**config.mk**
```make
export PLATFORM = sky130hd
export DESIGN_NAME = kbd_row_scan
export DESIGN_NICKNAME = d
export VERILOG_FILES = /design/src/rtl/kbd_scan_pkg.sv /design/src/rtl/kbd_col_sync.sv /design/src/rtl/kbd_first_set.sv /design/src/rtl/kbd_row_drive.sv /design/src/rtl/kbd_row_scan.sv
export SDC_FILE = /design/constraint.sdc
export NUM_CORES = 1
export LEC_CHECK = 0
export BUFFER_PORTS_ARGS = -buffer_cell sky130_fd_sc_hd__clkbuf_2
export CORE_ASPECT_RATIO = 0.75
export CORE_MARGIN = 2
export CORE_UTILIZATION = 47
export DETAILED_ROUTE_END_ITERATION = 10
export GPL_TIMING_DRIVEN = 0
export PLACE_DENSITY = 0.69
export SYNTH_ARGS = -nofsm -noshare
export SYNTH_HDL_FRONTEND = slang
export SYNTH_SLANG_ARGS = --single-unit
```
**constraint.sdc**
```tcl
create_clock -name clk_i -period 3.35 [get_ports clk_i]
set_input_delay 0.67 -clock clk_i [delete_from_list [all_inputs] [get_ports clk_i]]
set_output_delay 0.67 -clock clk_i [all_outputs]
set_load 0.05 [all_outputs]
```
**src/rtl/kbd_scan_pkg.sv**
```systemverilog
package kbd_scan_pkg;
    // Default geometry and timing (12 MHz clock, ~667 us per row slot)
    localparam int DEF_ROWS   = 18;
    localparam int DEF_COLS   = 8;
    localparam int DEF_SLOT   = 8000;
    localparam int DEF_SETTLE = 24;
endpackage

```
**src/rtl/kbd_col_sync.sv**
```systemverilog
module kbd_col_sync #(
    parameter int WIDTH = 8
) (
    input  logic             clk_i,
    input  logic             rst_ni,
    input  logic [WIDTH-1:0] raw_i,
    output logic [WIDTH-1:0] sync_o
);
    logic [WIDTH-1:0] meta_q;
    logic [WIDTH-1:0] sync_q;

    // Lines idle high, so reset to all ones
    always_ff @(posedge clk_i or negedge rst_ni) begin
        if (!rst_ni) begin
            meta_q <= '1;
            sync_q <= '1;
        end else begin
            meta_q <= raw_i;
            sync_q <= meta_q;
        end
    end

    assign sync_o = sync_q;
endmodule

```
**src/rtl/kbd_first_set.sv**
```systemverilog
module kbd_first_set #(
    parameter int WIDTH = 8,
    localparam int IDX_W = (WIDTH > 1) ? $clog2(WIDTH) : 1
) (
    input  logic [WIDTH-1:0] vec_i,
    output logic [IDX_W-1:0] idx_o
);
    // Scan downward so the lowest set bit is the last one written
    always_comb begin
        idx_o = '0;
        for (int i = WIDTH - 1; i >= 0; i--) begin
            if (vec_i[i]) idx_o = IDX_W'(i);
        end
    end
endmodule

```
**src/rtl/kbd_row_drive.sv**
```systemverilog
module kbd_row_drive #(
    parameter int ROWS = 18,
    localparam int ROW_W = (ROWS > 1) ? $clog2(ROWS) : 1
) (
    input  logic [ROW_W-1:0] sel_i,
    output logic [ROWS-1:0]  row_n_o
);
    for (genvar g = 0; g < ROWS; g++) begin : g_row
        assign row_n_o[g] = (sel_i != ROW_W'(g));
    end
endmodule

```
**src/rtl/kbd_row_scan.sv**
```systemverilog
module kbd_row_scan
    import kbd_scan_pkg::*;
#(
    parameter int NUM_ROWS      = DEF_ROWS,
    parameter int NUM_COLS      = DEF_COLS,
    parameter int SLOT_CYCLES   = DEF_SLOT,
    parameter int SETTLE_CYCLES = DEF_SETTLE,
    localparam int ROW_W = (NUM_ROWS > 1) ? $clog2(NUM_ROWS) : 1,
    localparam int COL_W = (NUM_COLS > 1) ? $clog2(NUM_COLS) : 1,
    localparam int CNT_W = $clog2(SLOT_CYCLES)
) (
    input  logic                clk_i,
    input  logic                rst_ni,
    input  logic [NUM_COLS-1:0] col_n_i,
    input  logic                evt_ready_i,
    output logic [NUM_ROWS-1:0] row_n_o,
    output logic                evt_valid_o,
    output logic [ROW_W-1:0]    evt_row_o,
    output logic [COL_W-1:0]    evt_col_o,
    output logic                sweep_done_o
);
    localparam logic [CNT_W-1:0] SAMPLE_AT = CNT_W'(SETTLE_CYCLES);
    localparam logic [CNT_W-1:0] SLOT_LAST = CNT_W'(SLOT_CYCLES - 1);
    localparam logic [ROW_W-1:0] ROW_LAST  = ROW_W'(NUM_ROWS - 1);

    // The synchronizer needs two edges before a new row is visible,
    // and one cycle must remain after the sample point
    if (SETTLE_CYCLES < 2 || SETTLE_CYCLES > SLOT_CYCLES - 2) begin : g_bad_cfg
        $error("SETTLE_CYCLES must lie in 2 .. SLOT_CYCLES-2");
    end

    typedef struct packed {
        logic [ROW_W-1:0]    row;
        logic [CNT_W-1:0]    cnt;
        logic [NUM_COLS-1:0] pend;
        logic                done;
    } scan_st_t;

    scan_st_t st_d, st_q;

    logic [NUM_COLS-1:0] col_sync;
    logic [NUM_COLS-1:0] pressed;
    logic [COL_W-1:0]    first_col;

    kbd_col_sync #(.WIDTH(NUM_COLS)) u_sync (
        .clk_i  (clk_i),
        .rst_ni (rst_ni),
        .raw_i  (col_n_i),
        .sync_o (col_sync)
    );

    assign pressed = ~col_sync;

    kbd_first_set #(.WIDTH(NUM_COLS)) u_pick (
        .vec_i (st_q.pend),
        .idx_o (first_col)
    );

    kbd_row_drive #(.ROWS(NUM_ROWS)) u_drive (
        .sel_i   (st_q.row),
        .row_n_o (row_n_o)
    );

    always_comb begin
        st_d      = st_q;
        st_d.done = 1'b0;
        if (st_q.pend != '0) begin
            // Drain pending columns; the slot counter is frozen
            if (evt_ready_i) st_d.pend[first_col] = 1'b0;
        end else if (st_q.cnt == SAMPLE_AT) begin
            st_d.pend = pressed;
            st_d.cnt  = st_q.cnt + 1'b1;
        end else if (st_q.cnt == SLOT_LAST) begin
            st_d.cnt = '0;
            if (st_q.row == ROW_LAST) begin
                st_d.row  = '0;
                st_d.done = 1'b1;
            end else begin
                st_d.row = st_q.row + 1'b1;
            end
        end else begin
            st_d.cnt = st_q.cnt + 1'b1;
        end
    end

    always_ff @(posedge clk_i or negedge rst_ni) begin
        if (!rst_ni) st_q <= '0;
        else         st_q <= st_d;
    end

    assign evt_valid_o  = (st_q.pend != '0);
    assign evt_row_o    = st_q.row;
    assign evt_col_o    = first_col;
    assign sweep_done_o = st_q.done;
endmodule

```
; Yosys cells after proc, flatten, opt, wreduce, memory -nomap -nowiden
; Index checks and enable logic that the tools add are counted.
[op_classes]
n_addsub = 2
reduce_logical = 6
eq_ne = 21
bitwise = 5
n_lt_le_gt_ge = 2
shifts = 0
mul = 0
mux = 20
div = 0
[op_table]
columns = op, count
row1 = "inequality test 5 x 4 -> 1 bit, second input constant", 8
row2 = two-way mux 13 bit, 2
row3 = two-way mux 3 bit, 8
row4 = two-way mux 8 bit, 3
row5 = "inequality test 5 x 3 -> 1 bit, second input constant", 4
row6 = inverter 8 bit, 2
row7 = "adder 13 x 1 -> 13 bit, second input constant", 1
row8 = "== test 13 bit, second input constant", 1
row9 = "== test 13 x 5 -> 1 bit, second input constant", 1
row10 = "inequality test 5 x 2 -> 1 bit, second input constant", 2
row11 = "inequality test 5 bit, second input constant", 2
row12 = AND 8 bit, 1
row13 = nonzero test 8 bit, 1
row14 = "adder 5 x 1 -> 5 bit, second input constant", 1
row15 = "== test 5 bit, second input constant", 1
row16 = two-way mux 1 bit, 5
row17 = two-way mux 5 bit, 1
row18 = "inequality test 5 x 1 -> 1 bit, second input constant", 1
row19 = nonzero test 5 bit, 1
row20 = "< comparator 3 x 4 -> 1 bit, second input constant", 1
row21 = demux 1 bit (select 3 bit), 1
row22 = "greater-or-equal comparator 3 x 1 -> 1 bit, second input constant", 1
row23 = AND reduction 3 bit, 1
row24 = "inequality test 2 bit, second input constant", 1
row25 = other kinds (4), 5
[word_totals]
mem_bits_ro = 0
register_bits = 43
n_memories = 0
in_bits = 11
latch_bits = 0
output_inout_bits = 28
mem_bits_rw = 0
word_cells = 62

; Logic depth before layout (Yosys ltp)
[logic_depth]
ltp_word = 16
depth_mapped = 6
depth_no_buf = 5

; By module
; From an unflattened synthesis, not the netlist that was laid out.
[unflattened]
hier_cells = 201
hier_area_um2 = 2119.5
[modules_own_cells]
columns = module, cells_per_inst, instances, seq_area_each_um2, area_each_um2
row1 = kbd_row_scan, 147, 1, 675.6, 1472.7
row2 = kbd_col_sync, 16, 1, 420.4, 420.4
row3 = kbd_row_drive, 26, 1, 0.0, 142.6
row4 = kbd_first_set, 12, 1, 0.0, 83.8

; Worst setup path after synthesis
; Ideal clock, no wire load.
[synth_path]
kind = register -> output
startpoint = register st_q[8] in the netlist's numbering
endpoint = output port evt_col_o[0]
required_time_ps = 2680
arrival_ps = 1574
path_stages_with_launch = 4
setup_slack_ps = 1106
n_path_buf = 0
cell_sequence = dfrtp_1 nor2b_1 o211ai_1 a31oi_1
[synth_between]
elab_chain_cells = 8
[synth_rtl]
columns = element, line_no
row1 = from (decl), kbd_row_scan.sv:39  ; scan_st_t st_d, st_q;
row2 = from (signal assigned), kbd_row_scan.sv:88  ; else st_q <= st_d;
row3 = two-way mux 3 bit (8 in series), kbd_first_set.sv:12  ; if (vec_i[i]) idx_o = IDX_W'(i);
row4 = to (decl), kbd_row_scan.sv:19  ; output logic [COL_W-1:0] evt_col_o,
; Every way passes these cells.

; Worst setup path in the final report
[layout_path]
startpoint = register st_q[4] in the netlist's numbering
endpoint = output port evt_valid_o
[layout_between]
elab_chain_cells = 1
[layout_rtl]
columns = element, line_no
row1 = nonzero test 8 bit, kbd_row_scan.sv:91  ; assign evt_valid_o = (st_q.pend != '0);
row2 = to (decl), kbd_row_scan.sv:17  ; output logic evt_valid_o,
; Every way passes these cells.

==> flow_summary.toml <==
[critical_path]
arrival_ps = 2010
reg2reg_from = "st_q[4]"
ff2ff_setup_slack_ps = 1370
cp.required_ps = 2680
crit_path_start_kind = "flop"
crit_path_top_delay_cell = "nor4_4"
crit_chain = "nor4_4 -> and2_1 -> inv_2 -> clkbuf_1 -> clkbuf_2"
crit_start = "st_q[4]"
critical_path.max_stage_delay_ps = 470
reg2regPathDepth = 5
setup.worst_path.end_class = "output port"
crit_type = "reg -> out"
cp_max_fo = 10
reg2reg_to = "evt_row_o[1]"

[clocking]
cts_buffers = 5
cts-resized-gates = 0
clock_latency_ps = 300
root_buffer = "clkbuf_8"
cts_setup_buffers = 0
cts_hold_buf = 0
clkSlewWorstSetupHoldPaths_ps = 80
cts_tree = "done"
h-tree-depth = 2
clock_sinks = 43
clock_path_buffers = 2

[sta]
fmax_mhz = 374
slew_viol_final = 0
finalHoldViolations = 0
rsz0062_at_grt = "no"
period_minus_slack_ps = 2680
fin_tns_setup_ps = 0
tightest_slew_ps = 995
finalSetupViolCount = 0
min_period_over_period_pct = 79.9
fin_skew_ps = 9.16
slew_headroom_pct = 33.7

[route]
wl_per_cell_um = 13.2
ant_nets = 0
totalWireLength_um = 4040
drc = 0
first_pass_iters = 4
drt_iter0_markers = 74
vias_per_cell = 5.30
num_vias = 1618

[die]
die_x_um = 80.7
die-area_um2 = 4970
num_rows = 20
initial_core_util_pct = 49.9
ios = 39
core_area_um2 = 4150
dieHeight_um = 61.5

[grt]
grt_max_degree = 44
grt_pass1_vias = 1434
antenna_found_initial = 0
grt_pass1_wl_um = 6580
grt_usage_pct = 17.8
grt_overflow = 0

[min_path]
hold_class = "reg -> reg"
whs_path_depth = 0
min_to = "u_sync.sync_o[5]"
hold_start = "u_sync.meta_q[5]"

[finish]
final_cell_mix = "clkbuf_2, dfrtp_1, nand2_1"
syn2layout_area_growth_pct = 16.6
drive_above_1_share_pct = 29.6
final_common_cell = "clkbuf_2"
nets = 267
multi_input_area_um2 = 853
n_antenna_cell = 0
fillers = 379
regArea_um2 = 1100

[placed_design]
hpwl_um = 2900
place_congestion = 0.799
portBuffers = 38

[logic_synthesis]
avgSynthCellArea_um2 = 10.2
seq_area_frac_synth_pct = 52.8
ys_seq_elements = 43
synthFlopType = "dfrtp_1"
ys_async_sr_fraction_pct = 100
synth-edff-count = 0
synth_area_leader_cell = "dfrtp_1"
synth.area.top_cells = "dfrtp_1, dfstp_2, nand2_1"
yosysWarnings = 0
yosysUniqueCellTypes = 43
syn_inst = 204
synthesis.area_um2 = 2070
synth_top_area_share_pct = 32.6
synth.net_count = 222

[pwr]
ir_drop_mv = 0.373
p_per_area_nw_per_um2 = 686
p_total_uw = 1660
p_leak_uw = 0.00109

[flow_run]
drv_cap = 0

[run_status]
status = "complete, no violations"
-- critical path: cells and delay by family, from the launching register on --
family | cells | cell delay [ps]
flip-flops | 1 | 460
AND/OR/NAND/NOR | 2 | 690
buffers and inverters | 3 | 560
-- layout make-up --
cell class                 instances  area share, %
tap                               55           2.84
clock buffer                       5           2.84
multi-input combinational        134           35.3
timing repair buffer              38           7.86
sequential                        43           45.3
inverter                          18           2.79
buffer                             9           2.38
clock inverter                     3          0.724
-- metal layers --
layer  wire length [um]  up-vias  part of all wire, %  global-route usage (%)
met3                160       10                  4.0                    3.96
met2               1700       39                   42                    25.2
met1               2110      764                   52                    26.2
met4                 68        0                  1.7                    7.99
met5                  0        -                    0                       0
li1                   -      805                    -                       -
-- worst max path at each step --
stage              endpoint  slack (ps)  cells after the start
2_1_floorplan  evt_col_o[0]        1110                      3
3_3_place_gp    evt_valid_o         990                      5
3_5_place_dp    evt_valid_o         990                      5
4_1_cts         evt_valid_o         650                      5
5_1_grt         evt_valid_o         520                      5
6_report        evt_valid_o         670                      5
-- registers in the layout, indices dropped and copies added, names as in the netlist --
| signal | cells |
|---|---|
| sweep_done_o | 1 |
| evt_row_o | 5 |
| st_q | 21 |
| u_sync.sync_o | 8 |
| u_sync.meta_q | 8 |
-- report_power, final --
part           internal [uW]  switching [uW]
clock network            146             178
registers                594            89.4
logic                    197             456
-- cells in the mapped netlist, types with 2 or more instances --
cell      count
a21oi_1       5
a31oi_1       2
and2_1        2
and3_1        2
and4_1        2
buf_4         6
clkbuf_1      2
dfrtp_1      27
dfstp_2      16
ha_1          7
inv_1        17
mux2i_1       3
nand2_1      24
nand3_1      13
nand4_1       7
nor2_1       11
nor2b_1       5
nor3_1        4
nor4_4        2
o21ai_0      13
o221ai_1      5
o22ai_1       2
o31ai_1       2
or3_1         2
or4_1         2
xnor2_1       2
xor2_1        3
-- metrics by stage --
step	std cells	setup slack, ps	util (%)	cell area, um^2	hold slack, ps
2_1_floorplan	204	1110	-	2070	345
6_report	305	674	58.3	2420	358
5_1_grt	305	518	58.3	2420	364
3_3_place_gp	297	994	56.2	2330	345
3_5_place_dp	297	985	56.2	2330	347
4_1_cts	305	650	58.3	2420	359
-- cells by family after synthesis --
group                      after synthesis  share of synthesized area, %
DFF                                     43                          52.8
muxes                                    3                          1.45
and+or+nand+nor                         84                          22.7
AOI/OAI and AO/OA                       35                          10.6
buffers and inverters                   27                          6.03
adders and majority gates                7                          4.22
xor gates and xnor gates                 5                          2.11
Power figures use the tool's default switching activity.
